<file path="config.mk">
export PLATFORM = sky130hd
export DESIGN_NAME = intSourceUnit
export DESIGN_NICKNAME = d
export VERILOG_FILES = /design/src/rtl/srcIntPkg.sv /design/src/rtl/srcArbCtrl.sv /design/src/rtl/srcStateBank.sv /design/src/rtl/intSourceUnit.sv
export SDC_FILE = /design/constraint.sdc
export NUM_CORES = 1
export LEC_CHECK = 0
export ABC_AREA = 0
export CAP_MARGIN = 20
export CORE_MARGIN = 5
export CORE_UTILIZATION = 57
export CTS_CLUSTER_SIZE = 12
export DETAILED_ROUTE_END_ITERATION = 8
export PLACE_DENSITY = 0.81
export RECOVER_POWER = 100
export SLEW_MARGIN = 5
export SYNTH_ARGS = -nofsm -noshare
export SYNTH_HDL_FRONTEND = slang
export SYNTH_HIERARCHICAL = 1
export SYNTH_SLANG_ARGS = --single-unit
</file>
<file path="constraint.sdc">
create_clock -name clk -period 4.3 [get_ports clk]
set_input_delay 1.075 -clock clk [delete_from_list [all_inputs] [get_ports clk]]
set_output_delay 1.075 -clock clk [all_outputs]
set_load 0.05 [all_outputs]
</file>
<file path="src/rtl/srcIntPkg.sv">
package srcIntPkg;
  localparam int PRIO_W = 8;
  localparam logic [PRIO_W-1:0] MASK_PRIO = 8'hFF;
  localparam int STRB_IDX_W = 16;

  // control -> datapath strobes
  typedef struct packed {
    logic                  typeStb;
    logic                  typeLvl;
    logic [STRB_IDX_W-1:0] typeIdx;
    logic                  cfgStb;
    logic [STRB_IDX_W-1:0] cfgIdx;
    logic                  rejStb;
    logic [STRB_IDX_W-1:0] rejIdx;
    logic                  eoiStb;
    logic [STRB_IDX_W-1:0] eoiIdx;
    logic                  resendStb;
    logic                  grantStb;
    logic [STRB_IDX_W-1:0] grantIdx;
  } srcStrobes_t;

  // per-source state
  typedef struct packed {
    logic [PRIO_W-1:0] prio;
    logic [PRIO_W-1:0] saved;
    logic              asserted;
    logic              sent;
    logic              refused;
    logic              held;
    logic              queued;
  } srcState_t;

  localparam srcState_t RESET_STATE = '{prio: MASK_PRIO, saved: MASK_PRIO, default: '0};
endpackage

</file>
<file path="src/rtl/srcArbCtrl.sv">
module srcArbCtrl
  import srcIntPkg::*;
#(
  parameter int NUM_SRC = 8,
  parameter int NUM_W   = 16,
  parameter int BASE    = 4096,
  parameter int IDX_W   = 3
) (
  input  logic               typeWrValid,
  input  logic [IDX_W-1:0]   typeWrIdx,
  input  logic               typeWrLevel,
  input  logic               cfgWrValid,
  input  logic [IDX_W-1:0]   cfgWrIdx,
  input  logic               rejValid,
  input  logic [NUM_W-1:0]   rejNum,
  input  logic               eoiValid,
  input  logic [NUM_W-1:0]   eoiNum,
  input  logic               resendValid,
  input  logic               presReady,
  input  logic [NUM_SRC-1:0] readyVec,
  output srcStrobes_t        strb,
  output logic               presValid
);
  localparam logic [NUM_W:0] BASE_X = (NUM_W+1)'(BASE);
  localparam logic [NUM_W:0] SPAN_X = (NUM_W+1)'(NUM_SRC);

  logic [NUM_W:0] rejOff, eoiOff;
  logic           rejHit, eoiHit;
  logic [STRB_IDX_W-1:0] grantIdx;

  // translate global numbers back to local indices; a borrow means below BASE
  assign rejOff = {1'b0, rejNum} - BASE_X;
  assign eoiOff = {1'b0, eoiNum} - BASE_X;
  assign rejHit = rejValid && !rejOff[NUM_W] && (rejOff < SPAN_X);
  assign eoiHit = eoiValid && !eoiOff[NUM_W] && (eoiOff < SPAN_X);

  // fixed priority: lowest waiting index wins
  always_comb begin
    grantIdx = '0;
    for (int k = NUM_SRC - 1; k >= 0; k--) begin
      if (readyVec[k]) grantIdx = STRB_IDX_W'(k);
    end
  end

  assign presValid = |readyVec;

  always_comb begin
    strb           = '0;
    strb.typeStb   = typeWrValid;
    strb.typeLvl   = typeWrLevel;
    strb.typeIdx   = STRB_IDX_W'(typeWrIdx);
    strb.cfgStb    = cfgWrValid;
    strb.cfgIdx    = STRB_IDX_W'(cfgWrIdx);
    strb.rejStb    = rejHit;
    strb.rejIdx    = STRB_IDX_W'(rejOff[IDX_W-1:0]);
    strb.eoiStb    = eoiHit;
    strb.eoiIdx    = STRB_IDX_W'(eoiOff[IDX_W-1:0]);
    strb.resendStb = resendValid;
    strb.grantStb  = presValid && presReady;
    strb.grantIdx  = grantIdx;
  end
endmodule

</file>
<file path="src/rtl/srcStateBank.sv">
module srcStateBank
  import srcIntPkg::*;
#(
  parameter int NUM_SRC = 8,
  parameter int NUM_W   = 16,
  parameter int SRV_W   = 8,
  parameter int BASE    = 4096,
  parameter int IDX_W   = 3
) (
  input  logic               clk,
  input  logic               rstN,
  input  srcStrobes_t        strb,
  input  logic [NUM_SRC-1:0] lineIn,
  input  logic [SRV_W-1:0]   cfgServer,
  input  logic [PRIO_W-1:0]  cfgPrio,
  input  logic [PRIO_W-1:0]  cfgSavedPrio,
  output logic [NUM_SRC-1:0] readyVec,
  output logic [NUM_W-1:0]   presNum,
  output logic [PRIO_W-1:0]  presPrio,
  output logic [SRV_W-1:0]   presServer
);
  logic [PRIO_W-1:0] prioArr [NUM_SRC];
  logic [SRV_W-1:0]  srvArr  [NUM_SRC];

  for (genvar gi = 0; gi < NUM_SRC; gi++) begin : gSrc
    localparam logic [STRB_IDX_W-1:0] MY_IDX = STRB_IDX_W'(gi);

    srcState_t        st, nx;
    logic [SRV_W-1:0] srvQ;
    logic             isLvl;
    logic             hitCfg, hitRej, hitEoi, hitGrant, hitType, maskN, trig;

    assign hitCfg   = strb.cfgStb   && (strb.cfgIdx   == MY_IDX);
    assign hitRej   = strb.rejStb   && (strb.rejIdx   == MY_IDX);
    assign hitEoi   = strb.eoiStb   && (strb.eoiIdx   == MY_IDX);
    assign hitGrant = strb.grantStb && (strb.grantIdx == MY_IDX);
    assign hitType  = strb.typeStb  && (strb.typeIdx  == MY_IDX);

    always_comb begin
      nx    = st;
      maskN = 1'b0;
      trig  = 1'b0;
      if (hitCfg) begin
        nx.prio  = cfgPrio;
        nx.saved = cfgSavedPrio;
      end
      maskN = (nx.prio == MASK_PRIO);
      if (hitGrant) nx.queued = 1'b0;

      if (isLvl) begin
        nx.asserted = lineIn[gi];
        nx.refused  = 1'b0;
        nx.held     = 1'b0;
        if (hitRej || hitEoi) nx.sent = 1'b0;
        if (nx.queued && maskN) begin
          nx.queued = 1'b0;
          nx.sent   = 1'b0;
        end
        trig = (lineIn[gi] != st.asserted) || hitCfg || strb.resendStb;
        if (trig && !maskN && nx.asserted && !nx.sent) begin
          nx.sent   = 1'b1;
          nx.queued = 1'b1;
        end
      end else begin
        nx.asserted = 1'b0;
        nx.sent     = 1'b0;
        if (hitRej) nx.refused = 1'b1;
        if (nx.queued && maskN) begin
          nx.queued = 1'b0;
          nx.held   = 1'b1;
        end
        if (lineIn[gi]) begin
          if (maskN) nx.held = 1'b1;
          else       nx.queued = 1'b1;
        end
        if (hitCfg && nx.held && !maskN) begin
          nx.held   = 1'b0;
          nx.queued = 1'b1;
        end
        if (strb.resendStb && nx.refused) begin
          nx.refused = 1'b0;
          if (!maskN) nx.queued = 1'b1;
        end
      end
    end

    always_ff @(posedge clk or negedge rstN) begin
      if (!rstN) begin
        st   <= RESET_STATE;
        srvQ <= '0;
      end else begin
        st <= nx;
        if (hitCfg) srvQ <= cfgServer;
      end
    end

    // type survives reset on purpose
    always_ff @(posedge clk) begin
      if (hitType) isLvl <= strb.typeLvl;
    end

    assign readyVec[gi] = st.queued && (st.prio != MASK_PRIO);
    assign prioArr[gi]  = st.prio;
    assign srvArr[gi]   = srvQ;
  end

  assign presNum    = NUM_W'(BASE) + NUM_W'(strb.grantIdx);
  assign presPrio   = prioArr[strb.grantIdx[IDX_W-1:0]];
  assign presServer = srvArr[strb.grantIdx[IDX_W-1:0]];
endmodule

</file>
<file path="src/rtl/intSourceUnit.sv">
module intSourceUnit
  import srcIntPkg::*;
#(
  parameter int NUM_SRC = 8,
  parameter int NUM_W   = 16,
  parameter int SRV_W   = 8,
  parameter int BASE    = 4096,
  localparam int IDX_W  = (NUM_SRC > 1) ? $clog2(NUM_SRC) : 1
) (
  input  logic               clk,
  input  logic               rstN,
  input  logic [NUM_SRC-1:0] lineIn,
  input  logic               typeWrValid,
  input  logic [IDX_W-1:0]   typeWrIdx,
  input  logic               typeWrLevel,
  input  logic               cfgWrValid,
  input  logic [IDX_W-1:0]   cfgWrIdx,
  input  logic [SRV_W-1:0]   cfgServer,
  input  logic [PRIO_W-1:0]  cfgPrio,
  input  logic [PRIO_W-1:0]  cfgSavedPrio,
  output logic               presValid,
  input  logic               presReady,
  output logic [NUM_W-1:0]   presNum,
  output logic [PRIO_W-1:0]  presPrio,
  output logic [SRV_W-1:0]   presServer,
  input  logic               rejValid,
  input  logic [NUM_W-1:0]   rejNum,
  input  logic               eoiValid,
  input  logic [NUM_W-1:0]   eoiNum,
  input  logic               resendValid
);
  srcStrobes_t        strb;
  logic [NUM_SRC-1:0] readyVec;

  srcArbCtrl #(.NUM_SRC(NUM_SRC), .NUM_W(NUM_W), .BASE(BASE), .IDX_W(IDX_W)) uCtrl (
    .typeWrValid(typeWrValid), .typeWrIdx(typeWrIdx), .typeWrLevel(typeWrLevel),
    .cfgWrValid(cfgWrValid), .cfgWrIdx(cfgWrIdx),
    .rejValid(rejValid), .rejNum(rejNum), .eoiValid(eoiValid), .eoiNum(eoiNum),
    .resendValid(resendValid), .presReady(presReady), .readyVec(readyVec),
    .strb(strb), .presValid(presValid)
  );

  srcStateBank #(.NUM_SRC(NUM_SRC), .NUM_W(NUM_W), .SRV_W(SRV_W), .BASE(BASE), .IDX_W(IDX_W)) uBank (
    .clk(clk), .rstN(rstN), .strb(strb), .lineIn(lineIn),
    .cfgServer(cfgServer), .cfgPrio(cfgPrio), .cfgSavedPrio(cfgSavedPrio),
    .readyVec(readyVec), .presNum(presNum), .presPrio(presPrio), .presServer(presServer)
  );
endmodule

</file>
==> run metrics <==
status finished, violations left; failing checks capacitance limit, slew limit, setup timing; worst slew pin tran 1.95 ns; clock transition at the registers of the reported paths roughly 0.070 ns; num ports ~110; compound-gate portion of the synthesized area 0.0868; maximum root-to-sink buffer count 2; worst-skew pair later-pin latency approximately 0.43 ns; Post-Synth XOR/XNOR Area 0.00347; most common cell in the synthesized netlist mux2_2; Die W 143 µm; hold slack around 0.48 ns; final count of pins violating max slew roughly 110; final instance area 0.0116 mm²; CTS tree done; Syn Inst Count 856; YS warnings 6; CP Capture Type primary output; layout cells sized above 1 0.353; largest net degree at the start of global routing 76; sink of the worst hold path uBank/gSrc[6].srvQ[3]$_DFFE_PN0P_; # DRC 0; Worst Hold Class register to register; Slew headroom -0.298; RSZ-0062 raised after global routing yes; setup ws final -0.131 ns; 1st-iter DRT viols 655; H-tree depth 4; Switch Pwr 0.000804 W; Die Area 0.0205 mm²; sequential share of power 0.489; first-pass GRT wire length just under 40 mm; Vias/cell roughly 6; vias in the first global route between 7k and 8k; TritonCTS Buffers 17; main combinational cell family by area after synthesis multiplexers; Hold Path Depth 2; dpl cells 1137; met2 global-route usage 0.400; antenna cell count 0; Setup violations, final 16; met1 GRT Util 0.318; number of flops mapped to enable cells by yosys 8; total wire length about 25 mm; drt first pass iters 5; cell area power density 295 mW/mm²; Primary FF master, synth dfrtp_1; mux cell area share after synthesis 0.214; port buffer count 90; reg-to-reg startpoint uBank/gSrc[7].st[20]$_DFF_PN1_; top cell type by total area after synthesis dfrtp_1; CP Max Fanout 5; Placer Congestion approximately 0.9; Logic pwr share 0.067; Internal Power ~0.0026 W; gr usage total 0.243; Distinct cells, synth just under 60; top cells by area, synth dfrtp_1 (26%), dfstp_2 (17%), mux2_2 (14%); DP HPWL 16.3 mm; Clock Skew 0.00931 ns; area share of the largest cell type after synthesis 0.258; FFs w/ async S/R, synth 0.955; Initial Utilization 0.581; R2R Setup Slk about 0.85 ns; Layout area overhead 15.1%; # Max-Cap Violations 2; Final Hold Viols 0; grt ovf 0; f_max 226 MHz; Routed wire per std cell 21.2 µm; Core ar. 0.0174 mm²; Nets between 1k and 1.5k; Post-Synth Simple-Gate Area 0.148; DR vias roughly 7.2k; Syn Area/Cell 11.8 µm²; switching part of the total 0.235; WS Path Type register to primary output; row cnt 48; global routing's busiest layer met2; initial antenna violation count 1; Clock Sinks roughly 180; Die Y ~140 µm; Commonest cells post-synth mux2_2 (127), dfrtp_1 (104), buf_4 (99); FF+latch count, synth 176; worst endpoint data arrival time 3.36 ns; Util after Layout 0.669; Worst Reg2Reg Path Length in Cells 12; adder-cell share of the synthesized area 0.00496; Finished Layout Cells 1182; period utilization 1.03; clock power share 0.444; Worst EP required 3.22 ns; met3 usage 0.0606; clock root cell clkbuf_16; synthesized area 0.0101 mm²; Critical Path Start Type register; DRT antenna net count 0; VDD IR-drop max 0.000321 V; post-route minimum period roughly 4.4 ns; final setup TNS -1.37 ns; Hold Path Origin uBank/gSrc[6].srvQ[3]$_DFFE_PN0P_; Leak 4.86 nW; hold buffer count at CTS 0; Placed Area 0.0108 mm²; Critical R2R Capture uBank/gSrc[4].st[1]$_DFF_PN0_; sequential fraction of the synthesis area 0.449
[cell type report]
type / instances / area [µm²]
clock buffer: 22 / 484
multi-input combinational: 606 / 4880
clock inverter: 10 / 100
timing repair buffer: 126 / 1280
inverter: 17 / 63.8
sequential: 176 / 4520
fill: 1226 / 5740
tap: 225 / 282
[worst max path at each step]
| stage | from | endpoint | slack, ns |
|---|---|---|---|
| 6_report | uBank/gSrc[6].st[16]$_DFF_PN1_ | presServer[7] | -0.13 |
| 3_3_place_gp | uBank/gSrc[4].st[16]$_DFF_PN1_ | presPrio[1] | 0.31 |
| 3_5_place_dp | uBank/gSrc[4].st[16]$_DFF_PN1_ | presPrio[1] | 0.28 |
| 2_1_floorplan | uBank/gSrc[6].st[20]$_DFF_PN1_ | presServer[5] | 0.40 |
| 4_1_cts | uBank/gSrc[6].st[16]$_DFF_PN1_ | presPrio[2] | -0.03 |
| 5_1_grt | uBank/gSrc[6].st[16]$_DFF_PN1_ | presServer[6] | -0.25 |
[logic make-up (layout without fill, tap and decap cells)]
family,after synthesis,count (layout)
AOI/OAI and AO/OA,118,118
xor gates and xnor gates,4,4
adders and majority gates,4,4
buffers and inverters,138,175
DFF,176,176
muxes,160,160
other,1,65
and+or+nand+nor,255,255
[metrics by stage]
| stage | total power, W | setup WS (ns) |
|---|---|---|
| floorplan | 0.00186 | 0.396 |
| global placement | 0.00193 | 0.306 |
| detailed placement | 0.00193 | 0.282 |
| CTS | 0.00345 | -0.0320 |
| global route | 0.00354 | -0.251 |
| finish | 0.00343 | -0.131 |
[repair_timing]
action	in CTS	in global routing
setup buffers	5	7
cloned	2	1
endpoints found under the setup margin	16	16
pin swaps	1	5
gates resized for setup	18	26
[sequential cells by signal, summed over array words and instances (netlist names)]
name              cells
uBank/gSrc.isLvl      8
uBank/gSrc.srvQ      64
uBank/gSrc.st       104
[worst max-delay path, cell delays in order (launching register included)]
cell      delay (ns)
dfstp_2         0.55
nand4_1         0.17
nor2_2          0.22
nor2b_2         0.10
nor2b_1         0.17
o21bai_2        0.10
a221oi_4        0.26
buf_6           0.20
buf_12          0.14
mux4_2          0.55
mux2_4          0.29
buf_6           0.15
[placed cells by master, fill, tap and decap left out, drive strengths merged, types with 9 or more instances in the layout]
cell / synthesis / routed
a211oi: 15 / 15
a21oi: 14 / 14
and2: 10 / 10
buf: 115 / 40
clkbuf: 6 / 34
clkdlybuf4s50: 0 / 61
conb: 1 / 65
dfrtp: 104 / 104
dfstp: 64 / 64
dlygate4sd3: 0 / 11
inv: 17 / 21
mux2: 128 / 128
mux4: 32 / 32
nand2: 59 / 59
nand2b: 16 / 16
nand4: 31 / 31
nor2: 46 / 46
nor2b: 20 / 20
nor3: 20 / 20
nor3b: 11 / 11
nor4: 13 / 13
o21ai: 17 / 17
o21bai: 9 / 9
or2: 14 / 14
[layer usage]
| metal | routed length [µm] | part of all wire | up-vias |
|---|---|---|---|
| met5 | 13 | 0.00052 | - |
| met4 | 624 | 0.025 | 2 |
| met3 | 1990 | 0.080 | 59 |
| met2 | 12400 | 0.49 | 350 |
| met1 | 10000 | 0.40 | 3598 |
| li1 | - | - | 3184 |
[power by group through the flow]
| stage | Clock, W | Combinational, W | Sequential (W) |
|---|---|---|---|
| finish | 0.00152 | 0.000228 | 0.00168 |
| global placement | 0 | 0.000229 | 0.00170 |
| CTS | 0.00154 | 0.000233 | 0.00167 |
| global route | 0.00162 | 0.000251 | 0.00167 |
| floorplan | 0 | 0.000159 | 0.00170 |
| detailed placement | 0 | 0.000231 | 0.00170 |
Note: power is estimated with default switching activity, not from simulation.
